--- src/rtl/bmw_pkg.sv ---
package bmw_pkg;
  localparam int LOW_W   = 32;
  localparam int GRAN_SH = 20;
  localparam int FLD_W   = LOW_W - GRAN_SH;
  localparam int UP_W    = 32;
  localparam int PF_W    = UP_W + FLD_W;

  localparam logic [7:0] OFF_IO_BASE = 8'h20;
  localparam logic [7:0] OFF_IO_LIM  = 8'h22;
  localparam logic [7:0] OFF_PF_BASE = 8'h24;
  localparam logic [7:0] OFF_PF_LIM  = 8'h26;
  localparam logic [7:0] OFF_PF_BUP  = 8'h28;
  localparam logic [7:0] OFF_PF_LUP  = 8'h2C;

  localparam logic [3:0] IO_TAG = 4'h0;
  localparam logic [3:0] PF_TAG = 4'h1;

  typedef struct packed {
    logic [FLD_W-1:0] io_base;
    logic [FLD_W-1:0] io_lim;
    logic [FLD_W-1:0] pf_base;
    logic [FLD_W-1:0] pf_lim;
    logic [UP_W-1:0]  pf_bup;
    logic [UP_W-1:0]  pf_lup;
  } win_cfg_t;

  function automatic logic [PF_W-1:0] pf_key(input logic [63:0] a, input logic dac);
    logic [UP_W-1:0] hi;
    hi = dac ? a[63:32] : '0;
    return {hi, a[LOW_W-1:GRAN_SH]};
  endfunction

  function automatic logic [15:0] fld_view(input logic [FLD_W-1:0] f, input logic [3:0] tag);
    return {f, tag};
  endfunction
endpackage

--- src/rtl/bmw_cfg_regs.sv ---
module bmw_cfg_regs
  import bmw_pkg::*;
(
  input  logic        clk,
  input  logic        rst_n,
  input  logic        cfg_wr,
  input  logic [7:0]  cfg_addr,
  input  logic [31:0] cfg_wdata,
  output logic [31:0] cfg_rdata,
  output win_cfg_t    win
);
  win_cfg_t win_q;

  always_ff @(posedge clk or negedge rst_n) begin
    if (!rst_n) begin
      win_q.io_base <= '0;
      win_q.io_lim  <= '0;
      win_q.pf_base <= '1;
      win_q.pf_lim  <= '0;
      win_q.pf_bup  <= '0;
      win_q.pf_lup  <= '0;
    end else if (cfg_wr) begin
      case (cfg_addr)
        OFF_IO_BASE: win_q.io_base <= cfg_wdata[15:4];
        OFF_IO_LIM:  win_q.io_lim  <= cfg_wdata[15:4];
        OFF_PF_BASE: win_q.pf_base <= cfg_wdata[15:4];
        OFF_PF_LIM:  win_q.pf_lim  <= cfg_wdata[15:4];
        OFF_PF_BUP:  win_q.pf_bup  <= cfg_wdata;
        OFF_PF_LUP:  win_q.pf_lup  <= cfg_wdata;
        default: ;
      endcase
    end
  end

  always_comb begin
    cfg_rdata = '0;
    case (cfg_addr)
      OFF_IO_BASE: cfg_rdata = {16'h0, fld_view(win_q.io_base, IO_TAG)};
      OFF_IO_LIM:  cfg_rdata = {16'h0, fld_view(win_q.io_lim,  IO_TAG)};
      OFF_PF_BASE: cfg_rdata = {16'h0, fld_view(win_q.pf_base, PF_TAG)};
      OFF_PF_LIM:  cfg_rdata = {16'h0, fld_view(win_q.pf_lim,  PF_TAG)};
      OFF_PF_BUP:  cfg_rdata = win_q.pf_bup;
      OFF_PF_LUP:  cfg_rdata = win_q.pf_lup;
      default:     cfg_rdata = '0;
    endcase
  end

  assign win = win_q;

  wire io_sel = (cfg_addr == OFF_IO_BASE) || (cfg_addr == OFF_IO_LIM);
  wire pf_sel = (cfg_addr == OFF_PF_BASE) || (cfg_addr == OFF_PF_LIM);

  AST_IO_RO_NIBBLE: assert property (@(posedge clk) disable iff (!rst_n)
    io_sel |-> cfg_rdata[3:0] == 4'h0);
  AST_PF_RO_NIBBLE: assert property (@(posedge clk) disable iff (!rst_n)
    pf_sel |-> cfg_rdata[3:0] == 4'h1);
  AST_NO_STRAY_WRITE: assert property (@(posedge clk) disable iff (!rst_n)
    (cfg_wr && !io_sel && !pf_sel && cfg_addr != OFF_PF_BUP && cfg_addr != OFF_PF_LUP)
      |=> $stable(win_q));
endmodule

--- src/rtl/bmw_window_match.sv ---
module bmw_window_match #(
  parameter int CMP_W = 12
) (
  input  logic             clk,
  input  logic             rst_n,
  input  logic [CMP_W-1:0] key,
  input  logic [CMP_W-1:0] base,
  input  logic [CMP_W-1:0] lim,
  output logic             hit,
  output logic             win_off
);
  logic above_base, below_lim;

  always_comb begin
    above_base = (key >= base);
    below_lim  = (key <= lim);
    win_off    = (base > lim);
    hit        = above_base && below_lim;
  end

  AST_OFF_NO_HIT: assert property (@(posedge clk) disable iff (!rst_n)
    win_off |-> !hit);
  AST_EDGE_BASE: assert property (@(posedge clk) disable iff (!rst_n)
    (key == base && !win_off) |-> hit);
endmodule

--- src/rtl/bmw_decoder.sv ---
module bmw_decoder
  import bmw_pkg::*;
(
  input  logic        clk,
  input  logic        rst_n,
  input  logic        cfg_wr,
  input  logic [7:0]  cfg_addr,
  input  logic [31:0] cfg_wdata,
  output logic [31:0] cfg_rdata,
  input  logic        mem_en,
  input  logic        mstr_en,
  input  logic        txn_valid,
  input  logic [63:0] txn_addr,
  input  logic        txn_dac,
  input  logic        txn_sec,
  input  logic        txn_read,
  input  logic        vga_claim,
  output logic        fwd_down,
  output logic        fwd_up,
  output logic        pf_ok
);
  win_cfg_t win;

  bmw_cfg_regs u_regs (
    .clk(clk), .rst_n(rst_n), .cfg_wr(cfg_wr), .cfg_addr(cfg_addr),
    .cfg_wdata(cfg_wdata), .cfg_rdata(cfg_rdata), .win(win)
  );

  logic [FLD_W-1:0] io_key;
  logic [PF_W-1:0]  pf_key_w, pf_base_w, pf_lim_w;
  logic io_win_hit, io_off, pf_hit, pf_off;

  assign io_key    = txn_addr[LOW_W-1:GRAN_SH];
  assign pf_key_w  = pf_key(txn_addr, txn_dac);
  assign pf_base_w = {win.pf_bup, win.pf_base};
  assign pf_lim_w  = {win.pf_lup, win.pf_lim};

  bmw_window_match #(.CMP_W(FLD_W)) u_io_match (
    .clk(clk), .rst_n(rst_n), .key(io_key), .base(win.io_base), .lim(win.io_lim),
    .hit(io_win_hit), .win_off(io_off)
  );

  bmw_window_match #(.CMP_W(PF_W)) u_pf_match (
    .clk(clk), .rst_n(rst_n), .key(pf_key_w), .base(pf_base_w), .lim(pf_lim_w),
    .hit(pf_hit), .win_off(pf_off)
  );

  logic io_hit, any_hit, claim_down, claim_up;

  always_comb begin
    io_hit     = io_win_hit && !txn_dac;
    any_hit    = io_hit || pf_hit;
    claim_down = txn_valid && !txn_sec && any_hit;
    claim_up   = txn_valid && txn_sec && !any_hit && !vga_claim;
    fwd_down   = claim_down && mem_en;
    fwd_up     = claim_up && mstr_en;
    pf_ok      = fwd_down && txn_read && pf_hit;
  end

  AST_IO_DAC_MISS: assert property (@(posedge clk) disable iff (!rst_n)
    (txn_valid && txn_dac) |-> !io_hit);
  AST_SAC_PF_UPPER: assert property (@(posedge clk) disable iff (!rst_n)
    (txn_valid && !txn_dac && pf_hit) |-> (win.pf_bup == '0));
  AST_DOWN_GATED: assert property (@(posedge clk) disable iff (!rst_n)
    fwd_down |-> (mem_en && !txn_sec));
  AST_UP_GATED: assert property (@(posedge clk) disable iff (!rst_n)
    fwd_up |-> (mstr_en && !vga_claim && !io_win_hit && !pf_hit) || (fwd_up && txn_dac && !pf_hit));
  AST_ONE_DIR: assert property (@(posedge clk) disable iff (!rst_n)
    !(fwd_down && fwd_up));
  AST_PF_READ: assert property (@(posedge clk) disable iff (!rst_n)
    pf_ok |-> (txn_read && !pf_off && fwd_down));
  AST_IDLE_QUIET: assert property (@(posedge clk) disable iff (!rst_n)
    !txn_valid |-> (!fwd_down && !fwd_up && !pf_ok));
  AST_IO_OFF_QUIET: assert property (@(posedge clk) disable iff (!rst_n)
    (io_off && pf_off && !txn_sec) |-> !fwd_down);
endmodule

--- config.mk ---
export PLATFORM = sky130hd
export DESIGN_NAME = bmw_decoder
export DESIGN_NICKNAME = d
export VERILOG_FILES = /design/src/rtl/bmw_pkg.sv /design/src/rtl/bmw_cfg_regs.sv /design/src/rtl/bmw_window_match.sv /design/src/rtl/bmw_decoder.sv
export SDC_FILE = /design/constraint.sdc
export NUM_CORES = 1
export LEC_CHECK = 0
export CORE_MARGIN = 2
export CORE_UTILIZATION = 45
export CTS_CLUSTER_DIAMETER = 100
export DETAILED_ROUTE_END_ITERATION = 16
export DONT_BUFFER_PORTS = 1
export GPL_TIMING_DRIVEN = 0
export PLACE_DENSITY = 0.64
export SKIP_CTS_REPAIR_TIMING = 1
export SYNTH_ARGS = -nofsm -noshare
export SYNTH_HDL_FRONTEND = slang
export SYNTH_SLANG_ARGS = --single-unit
--- constraint.sdc ---
create_clock -name clk -period 3.1 [get_ports clk]
set_clock_uncertainty 0.2 [all_clocks]
set_input_delay 0.465 -clock clk [delete_from_list [all_inputs] [get_ports clk]]
set_output_delay 0.465 -clock clk [all_outputs]
set_load 0.01 [all_outputs]
* Word-level counts from Yosys, hierarchy flattened *
Cells that the tools add are included.

storage, ports and cells
  register bits = 112
  bits of input ports = 114
  word-level logic and storage cells = 41

operators by class
  magnitude comparators = 4
  equal/unequal tests = 6
  mux-type cells = 2
  reduce and logical (&&, ||, !) cells = 23

operator list
  cell                                                  count
  case mux 32 bit (6 select lines)                      1
  equality test 8 x 6 -> 1 bit (second input constant)  6
  greater-or-equal comparator 44 bit                    1
  less-or-equal comparator 44 bit                       1
  two-way mux 32 bit                                    1
  greater-or-equal comparator 12 bit                    1
  less-or-equal comparator 12 bit                       1
  logical AND 1 bit                                     12
  AND reduction 2 bit                                   6
  logical NOT 1 bit                                     4
  logical OR 1 bit                                      1

* Depth between registers and ports, before layout *
  depth in word-level cells = 8
  mapped depth = 10
  gate-level depth less buffers = 9

* Modules after synthesis *
A second synthesis with hierarchy kept.

unflattened totals
  cell total of the unflattened synthesis = 927
  area, all modules = 9306.4 um^2

by module, submodules not included
  module                          instances  cells each  area each (um^2)
  bmw_cfg_regs                    1          357         5019.8
  bmw_window_match at u_pf_match  1          416         3131.8
  bmw_window_match at u_io_match  1          111         853.3
  bmw_decoder                     1          43          301.5

* Worst setup path after synthesis *
OpenSTA, ideal clock, no wires.

  path type = input to output
  from = input txn_dac
  to = output fwd_up
  data arrival time = 2.629 ns
  required time = 2.435 ns
  path slack = -0.194 ns
  stages = 10
  path through = clkbuf_1 > and2_1 > ha_1 > and4_1 > a221oi_1 > a21boi_0 > o41a_1 > a311o_1 > a22oi_2 > and4_1

on the way
  cells in the longest elaborated chain, start to end = 8
  elaborated cells on any way between the ends = 11
  those cells by class = 2 x order compare; 1 x mux; 8 x reduce/logical

RTL lines
  item                                                                                          line                                            RTL
  start, declared                                                                               bmw_decoder.sv:14                               input logic txn_dac,
  two-way mux 32 bit                                                                            bmw_pkg.sv:29                                   hi = dac ? a[63:32] : '0;
  greater-or-equal comparator 44 bit / less-or-equal comparator 44 bit (equally long branches)  bmw_window_match.sv:15, bmw_window_match.sv:16
  logical AND 1 bit                                                                             bmw_window_match.sv:18                          hit = above_base && below_lim;
  logical OR 1 bit *                                                                            bmw_decoder.sv:52                               any_hit = io_hit || pf_hit;
  logical NOT 1 bit *                                                                           bmw_decoder.sv:54                               claim_up = txn_valid && txn_sec && !any_hit && !vga_claim;
  logical AND 1 bit * (2 in series)                                                             bmw_decoder.sv:54
  logical AND 1 bit *                                                                           bmw_decoder.sv:56                               fwd_up = claim_up && mstr_en;
  end, declared                                                                                 bmw_decoder.sv:19                               output logic fwd_up,

Every way passes the cells marked *; elsewhere a longest branch is shown, timed or not.

* Worst setup path after layout *
  from = register u_regs.win_q (netlist bit u_regs.win[78])
  to = output fwd_up

on the way
  cells in the longest elaborated chain, start to end = 7

RTL lines
  item                                line                    RTL
  start, declared                     bmw_cfg_regs.sv:12      win_cfg_t win_q;
  greater-or-equal comparator 44 bit  bmw_window_match.sv:15  above_base = (key >= base);
  logical AND 1 bit                   bmw_window_match.sv:18
  logical OR 1 bit                    bmw_decoder.sv:52
  logical NOT 1 bit                   bmw_decoder.sv:54
  logical AND 1 bit (2 in series)     bmw_decoder.sv:54
  logical AND 1 bit                   bmw_decoder.sv:56

Every way passes these cells.

==> summary.txt <==
Final Power - 3.40 mW
Largest register FFs - 112
Util after Layout - 52.1%
CP delay by family, top - compound AO/OA/AOI/OAI gates
share of post-route cells with drive strength above 1 - 19.9%
Fin. Hold Viols - 112
DRT antenna net count - 0
Synth-to-Final Area Change - 13.5%
final worst slack - -0.355 ns
most common cell after layout, fill and taps aside - dfrtp_1
Max-Cap Viols - 0
H-tree Lvls - 3
Remaining DRCs - 0
Multi-input gate area - 0.00497 mm2
Pleak - 4.27 nW
kind of critical path - reg2out
chip width - 137 um
PD cells - 377 mW/mm2
DR WL/cell - 20.7 um
RSZ-0062 raised after global routing - yes
Non-Filler Instances - 1116
Yosys cell types - 53
most frequent cells in the layout - dfrtp_1 (100), inv_1 (99), nand2_1 (95)
CTS tree - built
post-route cell area - 0.00901 mm2
synthesized cell area - 0.00795 mm2
Max clock buf depth - 2
Min Clock Period, post-route - 3.46 ns
Net Sw Power - 0.981 mW
DR vias - 6379
status - complete, but fails checks
CP required - 2.43 ns
CP Buf/Inv Count - 1
total congestion overflow - 0
hold slack - -0.395 ns
1st-iter DRT viols - 469
syn avg cell area - 9.25 um2
clock group share of total power - 32.8%
gr usage total - 24.9%
Die Area - 0.0187 mm2
syn nets - 1083
Max Fclk - 0.289 GHz
share of flip-flops with an asynchronous set or reset - 100%
Worst setup EP type - output port
worst-path cell chain - inv_1 -> ha_1 -> a211oi_2 -> o21ai_1 -> a21oi_2 -> o21ai_2 -> a311o_1 -> a22oi_2 -> and4_4
vias in the first global route - 6288
CTS Buf Count - 9
Die Ht - 137 um
Slew @ Worst Pin - 1.02 ns
final wirelength - 23100 um
Fill cells - 1611
CP arrival - 2.79 ns
failing checks - hold timing, setup timing
largest net degree at the start of global routing - 113
CP Launch Type - register
Seq/Total Area, Yosys - 35.5%
num rows - 48
initial antenna violation count - 4
Layout Nets - 1108
crit path max fanout - 3
placed cells - 1084
Seq cells post-synth - 112
Register Area - 0.00282 mm2
sw frac - 28.9%
Max rail drop VDD - 0.271 mV
Relative slew margins - 31.7%
CP max stage delay - 0.52 ns
Seq pwr share - 47.7%
dpl cell area - 0.00828 mm2
router iterations before antenna repair - 7
Comb pwr share - 19.5%
TritonCTS sink count - 112
final setup fails - 3
input/output buffers - 0
Synth Instances - 859
first-pass GRT wire length - 34900 um
crit share post-route - 111%
number of flops mapped to enable cells by yosys - 0
Hold WC Path Type - in2async
Int Pwr - 2.42 mW
Skew-Pair Late Insertion Delay - 0.36 ns
Final HPWL DP - 17200 um
max-slew violations - 0
Clock Pin Slew Worst Setup and Hold Paths - 0.07 ns
Yosys Warn Count - 0
final RePlAce weighted congestion - 0.910
core area - 0.0173 mm2
clock root buffer - clkbuf_16
CP max stage cell - dfstp_2
I/O pin cnt - 149
Post-synth top flop - dfrtp_1
Initial Util - 45.9%
Via density - 5.72
worst paths after layout:
| kind | start | end | slack [ns] | depth (start not counted) |
|---|---|---|---|---|
| hold reg to reg | u_regs.win[82] | u_regs.win[82] | 0.33 | 2 |
| setup / recovery | u_regs.win[78] | fwd_up | -0.36 | 9 |
| hold / removal | rst_n | u_regs.win[103] | -0.40 | 0 |
| min in group clk | cfg_wdata[8] | u_regs.win[80] | 0.01 | 2 |
| max in group asynchronous | rst_n | u_regs.win[76] | 2.87 | 0 |
| setup reg to reg | u_regs.win[71] | u_regs.win[71] | 2.03 | 2 |
layer usage:
layer | vias up | GRT usage [%] | share of wire [%]
li1 | 3065 | - | -
met1 | 3085 | 32.8 | 44
met2 | 196 | 40.5 | 47
met3 | 29 | 5.78 | 7.1
met4 | 4 | 7.85 | 1.9
met5 | - | 0 | 0.12
power groups by stage:
| stage | Combinational [mW] | Sequential (mW) | Clock, mW |
|---|---|---|---|
| after global placement | 0.568 | 1.64 | 0 |
| after floorplan | 0.440 | 1.63 | 0 |
| after global routing | 0.748 | 1.63 | 1.19 |
| after detailed placement | 0.576 | 1.65 | 0 |
| after CTS | 0.582 | 1.62 | 1.15 |
| final | 0.662 | 1.62 | 1.12 |
metrics by stage:
stage	TNS [ns]	worst slack, ns
after global routing	-1.23	-0.432
after CTS	-1.58	-0.621
final	-0.936	-0.355
after floorplan	-0.111	-0.111
after detailed placement	-1.56	-0.607
after global placement	-1.51	-0.595
cell usage after synthesis, types with 13 or more instances:
library cell / number / area (um2)
o21ai_0: 74 / 370
dfrtp_1: 100 / 2500
inv_1: 112 / 420
a21o_1: 17 / 128
a21oi_1: 36 / 180
mux2i_1: 31 / 310
nor2_1: 29 / 109
clkbuf_1: 22 / 82.6
mux2_2: 59 / 664
ha_1: 110 / 1380
and2_1: 31 / 194
nand4_1: 21 / 131
o221ai_1: 13 / 114
nand2_1: 96 / 360
layout make-up:
cell class                 instances  share of cell area (%)
sequential                       112                    31.3
antenna                            2                  0.0555
clock buffer                      10                    2.54
clock inverter                     6                   0.500
multi-input combinational        603                    55.1
timing repair buffer              14                    1.17
inverter                         112                    4.66
buffer                            32                    1.58
tap                              225                    3.12
cell families (layout without fill, tap and decap cells):
kind of cell	Yosys count	after routing	share of synthesized area (%)
mux	91	91	12.6
buf+inv	144	174	6.85
other cells	0	2	0
simple gates	219	219	13.3
compound gates	183	183	14.5
flops	112	112	35.5
fa+ha+maj	110	110	17.3
Note: power is estimated with default switching activity, not from simulation.
